`src/rtl/sram_ctl.sv`:
```
module sram_ctl #(
  parameter int AW        = 19,
  parameter int DW        = 8,
  parameter int WR_OE_LOW = 0,
  parameter int T_RD      = 1,
  parameter int T_WP_OEH  = 1,
  parameter int T_WP_OEL  = 1,
  parameter int T_TURN    = 1,
  parameter int T_HOLD    = 1
) (
  input  logic          clk,
  input  logic          rst_n,
  input  logic          req_valid,
  output logic          req_ready,
  input  logic          req_we,
  input  logic [AW-1:0] req_addr,
  input  logic [DW-1:0] req_wdata,
  output logic          rd_valid,
  output logic [DW-1:0] rd_data,
  output logic          mem_cs_n,
  output logic          mem_we_n,
  output logic          mem_oe_n,
  output logic [AW-1:0] mem_addr,
  output logic [DW-1:0] mem_dq_out,
  output logic          mem_dq_oe,
  input  logic [DW-1:0] mem_dq_in
);
  localparam int T_WP = (WR_OE_LOW != 0) ? T_WP_OEL : T_WP_OEH;
  localparam int M1   = (T_RD > T_WP) ? T_RD : T_WP;
  localparam int M2   = (T_TURN > T_HOLD) ? T_TURN : T_HOLD;
  localparam int TMAX = (M1 > M2) ? M1 : M2;
  localparam int CW   = $clog2(TMAX + 1);

  typedef enum logic [2:0] {S_IDLE, S_RD, S_WSET, S_WP, S_WHOLD, S_GAP} st_t;

  st_t st, nst;
  logic [CW-1:0] cnt;
  logic last;

  function automatic logic [CW-1:0] len_m1(st_t s);
    case (s)
      S_RD:    return CW'(T_RD - 1);
      S_WSET:  return CW'(T_TURN - 1);
      S_WP:    return CW'(T_WP - 1);
      S_WHOLD: return CW'(T_HOLD - 1);
      S_GAP:   return CW'(T_TURN - 1);
      default: return '0;
    endcase
  endfunction

  assign last      = (cnt == '0);
  assign req_ready = (st == S_IDLE);

  always_comb begin
    nst = st;
    case (st)
      S_IDLE:  if (req_valid) nst = !req_we ? S_RD : ((WR_OE_LOW != 0) ? S_WP : S_WSET);
      S_RD:    if (last) nst = S_GAP;
      S_WSET:  if (last) nst = S_WP;
      S_WP:    if (last) nst = S_WHOLD;
      S_WHOLD: if (last) nst = S_GAP;
      S_GAP:   if (last) nst = S_IDLE;
      default: nst = S_IDLE;
    endcase
  end

  always_ff @(posedge clk or negedge rst_n) begin
    if (!rst_n) begin
      st         <= S_IDLE;
      cnt        <= '0;
      mem_cs_n   <= 1'b1;
      mem_we_n   <= 1'b1;
      mem_oe_n   <= 1'b1;
      mem_dq_oe  <= 1'b0;
      mem_addr   <= '0;
      mem_dq_out <= '0;
      rd_valid   <= 1'b0;
      rd_data    <= '0;
    end else begin
      st <= nst;
      if (nst != st) cnt <= len_m1(nst);
      else if (!last) cnt <= cnt - 1'b1;
      mem_cs_n  <= !(nst == S_RD || nst == S_WSET || nst == S_WP);
      mem_we_n  <= (nst != S_WP);
      mem_oe_n  <= !(nst == S_RD || (WR_OE_LOW != 0 && nst == S_WP));
      mem_dq_oe <= (nst == S_WP || nst == S_WHOLD);
      if (st == S_IDLE && req_valid) begin
        mem_addr   <= req_addr;
        mem_dq_out <= req_wdata;
      end
      rd_valid <= (st == S_RD) && last;
      if (st == S_RD && last) rd_data <= mem_dq_in;
    end
  end

  logic [CW-1:0] lo_run;
  always_ff @(posedge clk or negedge rst_n) begin
    if (!rst_n)         lo_run <= '0;
    else if (!mem_we_n) lo_run <= lo_run + 1'b1;
    else                lo_run <= '0;
  end

  p_take_idle_r2: assert property (@(posedge clk) disable iff (!rst_n)
    (req_valid && req_ready) |=> !req_ready);

  p_rd_pulse_r3: assert property (@(posedge clk) disable iff (!rst_n)
    rd_valid |=> !rd_valid);

  p_we_width_r4: assert property (@(posedge clk) disable iff (!rst_n)
    $rose(mem_we_n) |-> (lo_run == CW'(T_WP)));

  p_no_clash_r7: assert property (@(posedge clk) disable iff (!rst_n)
    mem_dq_oe |-> (mem_cs_n || !mem_we_n || mem_oe_n));

  p_cs_gap_r8: assert property (@(posedge clk) disable iff (!rst_n)
    $rose(mem_cs_n) |-> !req_ready);

  p_addr_hold_r9: assert property (@(posedge clk) disable iff (!rst_n)
    (!mem_cs_n && $past(!mem_cs_n)) |-> $stable(mem_addr));

  generate
    if (WR_OE_LOW == 0) begin : g_oe_high
      p_turn_r5: assert property (@(posedge clk) disable iff (!rst_n)
        $fell(mem_we_n) |-> (mem_oe_n && $past(mem_oe_n) && !$past(mem_cs_n)));
      p_oe_off_r5: assert property (@(posedge clk) disable iff (!rst_n)
        !mem_we_n |-> mem_oe_n);
    end else begin : g_oe_low
      p_joint_fall_r6: assert property (@(posedge clk) disable iff (!rst_n)
        $fell(mem_we_n) |-> ($fell(mem_cs_n) && !mem_oe_n));
    end
  endgenerate
endmodule

```
`config.mk`:
```
export PLATFORM = sky130hd
export DESIGN_NAME = sram_ctl
export DESIGN_NICKNAME = d
export VERILOG_FILES = /design/src/rtl/sram_ctl.sv
export SDC_FILE = /design/constraint.sdc
export NUM_CORES = 1
export LEC_CHECK = 0
export BUFFER_PORTS_ARGS = -buffer_cell sky130_fd_sc_hd__buf_4
export CAP_MARGIN = 0
export CORE_MARGIN = 5
export CORE_UTILIZATION = 43
export CTS_BUF_LIST = sky130_fd_sc_hd__clkbuf_8
export DETAILED_ROUTE_END_ITERATION = 8
export GPL_TIMING_DRIVEN = 0
export PLACE_DENSITY = 0.77
export SETUP_SLACK_MARGIN = 0.4
export SLEW_MARGIN = 20
export SYNTH_ARGS = -nofsm -noshare
export SYNTH_HDL_FRONTEND = slang
export SYNTH_SLANG_ARGS = --single-unit
```
`constraint.sdc`:
```
create_clock -name clk -period 1.49 [get_ports clk]
set_clock_uncertainty 0.1 [all_clocks]
set_input_delay 0.2235 -clock clk [delete_from_list [all_inputs] [get_ports clk]]
set_output_delay 0.2235 -clock clk [all_outputs]
set_load 0.02 [all_outputs]
```
==> results.ini <==
[run_status]
status=finished, violations left
violations=negative setup slack

[sta]
rsz0062_at_grt=true
setup_viol=37
worstMarginPinSlew_ns=0.5194
fmax_mhz=580.8
period_minus_slack_ns=1.722
hold_viol_final=0
period_share_pct=115.6
slew_violations=0
slew_headroom_pct=65.38
fin_ws_ns=-0.2318

[global_route]
gr-max-usage-layer=met2
grtUsageTotal_pct=16.95
use_met3_pct=5.062
antenna_found_initial=0
overflow=0
grt_pass1_vias=1326
grt_use_met1_pct=18.64
grt_pass1_wl_um=6755
grt_use_met2_pct=30.71
grt_max_degree=44

[routing]
wl_um=4707
first_pass_iters=4
num_vias=1311
drc=0
via_per_inst=4.665
wl_per_cell_um=16.75
ant_nets=0
drtIter0Drc=47

[yosys]
synthTopCellsByArea=dfrtp_1 (58%), mux2_4 (16%), mux2_2 (11%), dfstp_2 (4.5%), buf_12 (2.3%)
ys_types=17
ys_warn_count=0
synth.largest_area_cell=dfrtp_1
avgSynthCellArea_sq_um=17.35
synth_top_area_share_pct=57.68
netlist_area_sq_mm=0.001735
yosysSeqAreaShare_pct=62.22
ys_seq_elements=43
synth_nets=139
netlist_instances=100

[cells_and_area]
antennaDiodeCount=0
drive_above_1_share_pct=79.65
seqCellArea_sq_mm=0.001080
fillCellCount=214
fin_cells=281
post-route-util_pct=80.23
area_delta_synth_final_pct=82.26
multi_input_area_sq_um=685.7
final_common_cell=buf_4
final_nets=269
layout_common_cells=buf_4 (72), buf_6 (53), dfrtp_1 (40)

[worst_setup_path]
critPathKind=flop to flop
cp_data_arrival_time_ns=1.79
required_ns=1.56
end_kind=flop
startpoint_type=flop
slowest_delay_ns=0.39
critPathMostFrequentCell=buf_6
cp_slowest_cell=dfrtp_1
critPathMaxFanout=10
crit_start=st[1]
crit_chain=buf_6 -> nor4b_4 -> buf_6 -> buf_12 -> mux2_4
timing.rr.start=st[1]

[clock_network]
numCtsBuffers=5
cts.sinks=43
htreeDepth=2
cts_tree=yes
clk_latency_ns=0.28
ctsRootBufferMaster=clkbuf_8
cts_max_path_buffers=2
clkTransAtPathRegs_ns=0.07

[run]
max-cap-violations=0

[floorplan]
fp.coreArea_sq_mm=0.003943
die_h_um=73.53
start_util_pct=44.02
ioPinCount=80
die_width_um=73.53
rows=23
die-area_sq_mm=0.005407

[placed_design]
gp_congestion=0.7573
post-place-cells=229
io_buffers=79
place_hpwl_um=2779

[worst_hold_path]
min_from=req_valid
worstHoldPathType=input pin to flop

[power_and_ir_drop]
powerDensity_mw_per_mm2=2346
ir_drop_uv=1364
leakage_uw=0.001578

[power breakdown]
group          switching, uW  total [uW]  internal (uW)
Clock                    351         767            416
Sequential               390        2130           1740
Combinational           1700        4530           2830
[worst max-delay path, delay by kind of cell, from the launching register on]
family / cells / cell delay (ns)
mux: 1 / 0.30
flops: 1 / 0.39
simple gates: 1 / 0.32
buf+inv: 3 / 0.49
[worst paths after layout]
check | to | slack (ns) | cells past startpoint
min | mem_cs_n | 0.04 | 2
min in group asynchronous | mem_addr[11] | 0.36 | 2
max | mem_addr[7] | -0.23 | 5
min reg2reg | mem_addr[2] | 0.44 | 1
max in group asynchronous | mem_we_n | 0.57 | 2
max reg2reg | mem_addr[7] | -0.23 | 5
[flip-flops by register name, indices dropped and copies added, names as in the netlist, 3 cells and up]
register	cells
mem_addr	19
mem_dq_out	8
st	3
rd_data	8
[repair_timing]
item                       CTS  global route
hold endpoints to repair    40             0
resized for setup           75             8
hold buffers                 1             0
setup endpoints to repair   80            83
pin swaps                    1             2
buffers inserted            24            16
gates cloned                 3             0
[Yosys cell counts, drive strengths merged]
cell type	number
dfrtp	40
mux2	36
buf	7
dfstp	3
nand2b	3
a21oi	2
nor2	2
nor3	2
maj3	1
nor2b	1
nor3b	1
nor4b	1
o21ai	1
[cells by family after synthesis]
kind of cell,share of synthesized area (%)
AO/OA/AOI/OAI,0.8649
AND/OR/NAND/NOR,4.254
multiplexers,27.47
adder cells (fa/ha/maj),0.5768
flip-flops,62.22
buffers and inverters,4.614
[area by class of cell]
cell class	count	share of cell area [%]
buffer	7	3.046
timing repair buffer	123	36.00
clock inverter	1	0.1187
sequential	43	34.14
multi-input combinational	50	21.68
clock buffer	7	3.046
tap	50	1.978
[routing by layer]
metal / vias up / wire (um)
li1: 604 / -
met1: 656 / 1792
met2: 43 / 2553
met3: 8 / 292
met4: 0 / 69
met5: - / 0
[through the flow]
| stage | cell area (sq um) | power [uW] | hold slack, ns | setup TNS [ns] | setup slack, ns |
|---|---|---|---|---|---|
| final | 3163 | 7420 | 0.03527 | -6.736 | -0.2318 |
| after global routing | 3163 | 7757 | 0.01754 | -8.802 | -0.2957 |
| after CTS | 3007 | 7046 | 0.008991 | -5.762 | -0.2084 |
| after detailed placement | 2394 | 4981 | 0.1376 | -4.234 | -0.1884 |
| after global placement | 2394 | 4875 | 0.1243 | -3.117 | -0.1509 |
| after floorplan | 1738 | 3821 | -0.1721 | -1.767 | -0.09442 |
Power figures use the tool's default switching activity.
